$ cat src/rtl/byte_we_pkg.sv
package byte_we_pkg;

    localparam int unsigned LANES_DFLT  = 4;
    localparam int unsigned LANE_W_DFLT = 8;

    // Map a data bit index to the lane that owns it.
    function automatic int unsigned lane_of_bit(input int unsigned bit_idx,
                                                input int unsigned lane_w);
        return bit_idx / lane_w;
    endfunction

endpackage

$ cat src/rtl/byte_we_lane.sv
module byte_we_lane (
    input  logic gw_n,
    input  logic bwe_n,
    input  logic adsp_n,
    input  logic bw_n_i,
    output logic we
);

    logic byte_path;

    always_comb begin
        // A per-byte enable reaches the write stage only when its gate is open
        // and no processor address-strobe cycle is in progress.
        byte_path = !bwe_n && adsp_n && !bw_n_i;
        we        = !gw_n || byte_path;
    end

endmodule

$ cat src/rtl/byte_we_expand.sv
module byte_we_expand #(
    parameter int unsigned LANES  = byte_we_pkg::LANES_DFLT,
    parameter int unsigned LANE_W = byte_we_pkg::LANE_W_DFLT,
    localparam int unsigned DATA_W = LANES * LANE_W
) (
    input  logic [LANES-1:0]  lane_mask,
    output logic [DATA_W-1:0] bit_mask
);

    for (genvar b = 0; b < DATA_W; b++) begin : g_bit
        localparam int unsigned OWNER = byte_we_pkg::lane_of_bit(b, LANE_W);
        assign bit_mask[b] = lane_mask[OWNER];
    end

endmodule

$ cat src/rtl/byte_we_resolver.sv
module byte_we_resolver #(
    parameter int unsigned LANES  = byte_we_pkg::LANES_DFLT,
    parameter int unsigned LANE_W = byte_we_pkg::LANE_W_DFLT,
    localparam int unsigned DATA_W = LANES * LANE_W
) (
    input  logic              clk,
    input  logic              rst_n,
    input  logic              gw_n,
    input  logic              bwe_n,
    input  logic [LANES-1:0]  bw_n,
    input  logic              adsp_n,
    output logic [LANES-1:0]  lane_wr_q,
    output logic [DATA_W-1:0] bit_wr_q,
    output logic              out_dis_q
);

    typedef struct packed {
        logic [LANES-1:0]  lane;
        logic [DATA_W-1:0] bits;
        logic              dis;
    } wr_state_t;

    logic [LANES-1:0]  lane_d;
    logic [DATA_W-1:0] bits_d;
    wr_state_t         st_d;
    wr_state_t         st_q;

    for (genvar l = 0; l < LANES; l++) begin : g_lane
        byte_we_lane u_lane (
            .gw_n   (gw_n),
            .bwe_n  (bwe_n),
            .adsp_n (adsp_n),
            .bw_n_i (bw_n[l]),
            .we     (lane_d[l])
        );
    end

    byte_we_expand #(
        .LANES  (LANES),
        .LANE_W (LANE_W)
    ) u_expand (
        .lane_mask (lane_d),
        .bit_mask  (bits_d)
    );

    always_comb begin
        st_d      = '0;
        st_d.lane = lane_d;
        st_d.bits = bits_d;
        st_d.dis  = |lane_d;
    end

    always_ff @(posedge clk or negedge rst_n) begin
        if (!rst_n) begin
            st_q <= '0;
        end else begin
            st_q <= st_d;
        end
    end

    assign lane_wr_q = st_q.lane;
    assign bit_wr_q  = st_q.bits;
    assign out_dis_q = st_q.dis;


    global_all_lanes_chk: assert property (@(posedge clk) disable iff (!rst_n)
        !gw_n |=> (lane_wr_q == {LANES{1'b1}}));


    gate_closed_chk: assert property (@(posedge clk) disable iff (!rst_n)
        (gw_n && bwe_n) |=> (lane_wr_q == '0));


    byte_pass_chk: assert property (@(posedge clk) disable iff (!rst_n)
        (gw_n && !bwe_n && adsp_n) |=> (lane_wr_q == ~$past(bw_n)));


    strobe_block_chk: assert property (@(posedge clk) disable iff (!rst_n)
        (gw_n && !adsp_n) |=> (lane_wr_q == '0));


    for (genvar c = 0; c < DATA_W; c++) begin : g_bit_chk
        bit_follows_lane_chk: assert property (@(posedge clk) disable iff (!rst_n)
            bit_wr_q[c] == lane_wr_q[c / LANE_W]);
    end


    out_dis_match_chk: assert property (@(posedge clk) disable iff (!rst_n)
        out_dis_q == (lane_wr_q != '0));

endmodule

$ cat config.mk
export PLATFORM = sky130hd
export DESIGN_NAME = byte_we_resolver
export DESIGN_NICKNAME = d
export VERILOG_FILES = /design/src/rtl/byte_we_pkg.sv /design/src/rtl/byte_we_lane.sv /design/src/rtl/byte_we_expand.sv /design/src/rtl/byte_we_resolver.sv
export SDC_FILE = /design/constraint.sdc
export NUM_CORES = 1
export LEC_CHECK = 0
export ABC_CLOCK_PERIOD_IN_PS = 800
export BUFFER_PORTS_ARGS = -buffer_cell sky130_fd_sc_hd__buf_4
export CORE_MARGIN = 8
export CORE_UTILIZATION = 45
export CTS_CLUSTER_DIAMETER = 120
export DETAILED_ROUTE_END_ITERATION = 8
export PLACE_DENSITY = 0.82
export RECOVER_POWER = 50
export SETUP_SLACK_MARGIN = 0.02
export SYNTH_ARGS = -nofsm -noshare
export SYNTH_HDL_FRONTEND = slang
export SYNTH_HIERARCHICAL = 1
export SYNTH_SLANG_ARGS = --single-unit
export TNS_END_PERCENT = 50
$ cat constraint.sdc
create_clock -name clk -period 0.8 [get_ports clk]
set_input_delay 0.16 -clock clk [delete_from_list [all_inputs] [get_ports clk]]
set_output_delay 0.16 -clock clk [all_outputs]
set_load 0.005 [all_outputs]
Word level (Yosys, flattened, before mapping)
Cells that the tools add are included.
- reductions and logical operators: 16
- operators with widths (cell ; number):
    $logic_not A1 Y1 ; 6
    $logic_and A1 B1 Y1 ; 5
    $logic_or A1 B1 Y1 ; 4
    $reduce_or A4 Y1 ; 1
- register bits after elaboration: 30
- input port bits: 9
- output and inout bits: 37
- logic and storage cells: 19

Logic depth before layout (Yosys ltp)
- word-level depth: 5
- gate-level depth with buffers: 3
- gate-level depth less buffers: 3

Cells and area by module
Netlist, hierarchy kept.
- by module, submodules not included (module ; times used ; cells an instance ; area each (um^2) ; sequential area each (um^2)):
    byte_we_resolver ; 1 ; 38 ; 933.4 ; 925.9
    byte_we_expand ; 1 ; 32 ; 240.2 ; 0.0
    byte_we_lane ; 4 ; 2 ; 16.3 ; 0.0

Worst setup path before layout
No wires, ideal clock.
- path type: in2reg
- start point: input adsp_n
- end point: register st_q, in the netlist out_dis_q
- setup time: 139 ps
- data arrival time: 835 ps
- data required time: 661 ps
- setup slack: -174 ps
- cell stages on the path: 3
- path buffers: 0
- cells stage by stage: inv_1 o31ai_2 or4_1
- RTL lines (item ; RTL line ; text):
    start: declaration ; byte_we_resolver.sv:11 ; input logic adsp_n,
    end signal: assignment ; byte_we_resolver.sv:57 ; st_q <= st_d;
    end: declaration ; byte_we_resolver.sv:26 ; wr_state_t st_q;

Final worst setup path
- start point: register st_q, in the netlist out_dis_q
- end point: output out_dis_q
- RTL lines (item ; RTL line ; text):
    end: declaration ; byte_we_resolver.sv:14 ; output logic out_dis_q
No word-level cell between the ends.

==> flow_metrics.env <==
export IMPL_p_leak_nw=0.749
export IMPL_cp_required_ns=0.64
export IMPL_crit_chain="buf_6"
export IMPL_die_x_um=68.5
export IMPL_gp_congestion=0.600
export IMPL_min_path_type="in -> reg"
export IMPL_dpl_instance_area_um2=1450
export IMPL_syn_area_um2=1240
export IMPL_drv_cap=0
export IMPL_yosys_top_cells_count="dfrtp_1, buf_4, inv_1, o31ai_2, or4_1"
export IMPL_cp_top_family="flip-flops"
export IMPL_p_seq_share_pct=62.8
export IMPL_layout_min_cycle_time_ns=1.00
export IMPL_critPathBufInv=1
export IMPL_cts_max_path_buffers=2
export IMPL_die_h_um=68.5
export IMPL_hp_start="gw_n"
export IMPL_yosysMostFrequentCell="dfrtp_1"
export IMPL_ys_seq_elements=37
export IMPL_min_to="out_dis_q"
export IMPL_switchingPower_uw=702
export IMPL_synth_enable_flop_cells=0
export IMPL_internal_power_mw=2.54
export IMPL_drc=0
export IMPL_route_antenna_remaining_nets=0
export IMPL_endpoint_kind="primary output"
export IMPL_wl_per_cell_um=13.9
export IMPL_grt_total_usage_pct=8.73
export IMPL_ys_flop_type="dfrtp_1"
export IMPL_p_per_area_nw_per_um2=2040
export IMPL_io_pins=46
export IMPL_firstDrtPassIters=3
export IMPL_ys_types=5
export IMPL_path_class="reg -> out"
export IMPL_cts_tree="done"
export IMPL_core_area_um2=2690
export IMPL_hold_depth=3
export IMPL_slew_viol_final=0
export IMPL_routed_wl_um=1840
export IMPL_worst_setup_path_start_kind="register"
export IMPL_num_vias=571
export IMPL_drive_above_1_share_pct=54.9
export IMPL_antenna_found_initial=0
export IMPL_finalWorstSetupSlack_ns=-0.205
export IMPL_cts_sinks=37
export IMPL_setup_viol=38
export IMPL_drtIter0Drc=6
export IMPL_slew_headroom_pct=68.8
export IMPL_fin_nets=112
export IMPL_fillers=209
export IMPL_synth_fp_nets=87
export IMPL_comb_power_share_pct=12.6
export IMPL_slowest_stage="dfrtp_1"
export IMPL_ys_async_sr_fraction_pct=100
export IMPL_grt_max_degree=38
export IMPL_root_buffer="clkbuf_4"
export IMPL_postCtsSetupBuffers=0
export IMPL_switching_share_pct=21.6
export IMPL_grt_pass1_wl_um=2780
export IMPL_synth_area_leaders="dfrtp_1, buf_4, o31ai_2"
export IMPL_htree_levels=2
export IMPL_ys_warn_count=6
export IMPL_synth_top_cell_area_share_pct=74.7
export IMPL_total_power_mw=3.24
export IMPL_violations="negative setup slack"
export IMPL_seq_area_frac_synth_pct=74.7
export IMPL_rows=19
export IMPL_crit_arrival_ns=0.84
export IMPL_area_delta_synth_final_pct=28.7
export IMPL_yosysTopAreaCell="dfrtp_1"
export IMPL_worst_slew_pin_slew_ns=0.468
export IMPL_avgSynthCellArea_um2=15.9
export IMPL_gr_total_overflow=0
export IMPL_via_per_inst=4.29
export IMPL_clk_pin_slew_ns=0.09
export IMPL_diodes=0
export IMPL_rsz0062_at_grt="true"
export IMPL_vdd_ir_drop_max_mv=1.75
export IMPL_cpPeakStageDelay_ns=0.40
export IMPL_cts_buffers=5
export IMPL_p_clk_share_pct=24.7
export IMPL_start_util_pct=46.1
export IMPL_netlist_instances=78
export IMPL_die_area_um2=4690
export IMPL_status="finished, violations left"
export IMPL_worstPathMaxFanout=1
export IMPL_design_area_um2=1590
export IMPL_dpl_hpwl_um=1360
export IMPL_io_buffers=45
export IMPL_clock_fmax_ghz=0.995
export IMPL_grt_pass1_vias=617
export IMPL_finalHoldViolCount=0
export IMPL_fin_crit_sh_pct=126
## sequential cells by signal, indices dropped and copies added, names as in the netlist
signal and cells:
out_dis_q 1, bit_wr_q 32, lane_wr_q 4
## worst max path at each step
stage | start | end | slack [ns] | cells past startpoint
6_report | out_dis_q | out_dis_q | -0.20 | 1
5_1_grt | out_dis_q | out_dis_q | -0.26 | 1
4_1_cts | bit_wr_q[11] | bit_wr_q[11] | -0.22 | 1
3_5_place_dp | adsp_n | out_dis_q | -0.29 | 4
3_3_place_gp | adsp_n | out_dis_q | -0.26 | 4
2_1_floorplan | adsp_n | out_dis_q | -0.11 | 3
## power by group through the flow
stage                     clock network (mW)  logic [mW]  registers, mW
after floorplan                            0       0.187           2.07
after global placement                     0       0.367           2.05
after detailed placement                   0       0.376           2.05
after CTS                              0.851       0.450           2.04
after global routing                   0.923       0.444           2.05
final                                  0.800       0.407           2.04
## area by class of cell
cell class | count | area (µm²) | area share (%)
inverter | 4 | 30.0 | 1.88
multi-input combinational | 5 | 56.3 | 3.53
clock buffer | 5 | 37.5 | 2.35
timing repair buffer | 50 | 500 | 31.4
clock inverter | 1 | 5.00 | 0.314
sequential | 37 | 926 | 58.1
tap | 31 | 38.8 | 2.43
## metal layers
layer / track usage [%] / vias to the layer above / wire length (µm) / share of wire [%]
met1: 7.75 / 276 / 547 / 30
met2: 13.2 / 27 / 996 / 54
met3: 6.87 / 5 / 251 / 14
met4: 6.14 / 0 / 48 / 2.6
met5: 0 / - / 0 / 0
li1: - / 263 / - / -
## cells by family (layout without fill, tap and decap cells)
logic type / after synthesis / count (layout) / synth area share [%]
flip-flops: 37 / 37 / 74.7
buffers and inverters: 36 / 60 / 20.6
AND/OR/NAND/NOR: 1 / 1 / 0.606
AO/OA/AOI/OAI: 4 / 4 / 4.04
## cell usage in the layout, fill, tap and decap left out, drive strengths merged
cell type	count
inv	4
dlygate4sd3	1
or4	1
dfrtp	37
buf	43
clkbuf	11
o31ai	4
clkinv	1
## what timing repair did
| item | 4_1_cts | 5_1_grt |
|---|---|---|
| endpoints found under the setup margin | 37 | 37 |
| hold buffers | 1 | 0 |
| resized for setup | 37 | 0 |
| hold endpoints to repair | 37 | 0 |
| pin swaps | 0 | 0 |
## metrics by stage
step / utilization, % / TNS (ns) / instances / worst slack [ns] / hold WS [ns]
detailed placement: 53.8 / -1.85 / 126 / -0.290 / 0.137
CTS: 61.0 / -7.39 / 133 / -0.223 / 0.143
global placement: 53.8 / -1.10 / 126 / -0.257 / 0.120
global route: 59.3 / -9.26 / 133 / -0.257 / 0.129
floorplan: - / -0.863 / 78 / -0.108 / -0.136
finish: 59.3 / -6.53 / 133 / -0.205 / 0.147
Power figures use the tool's default switching activity.
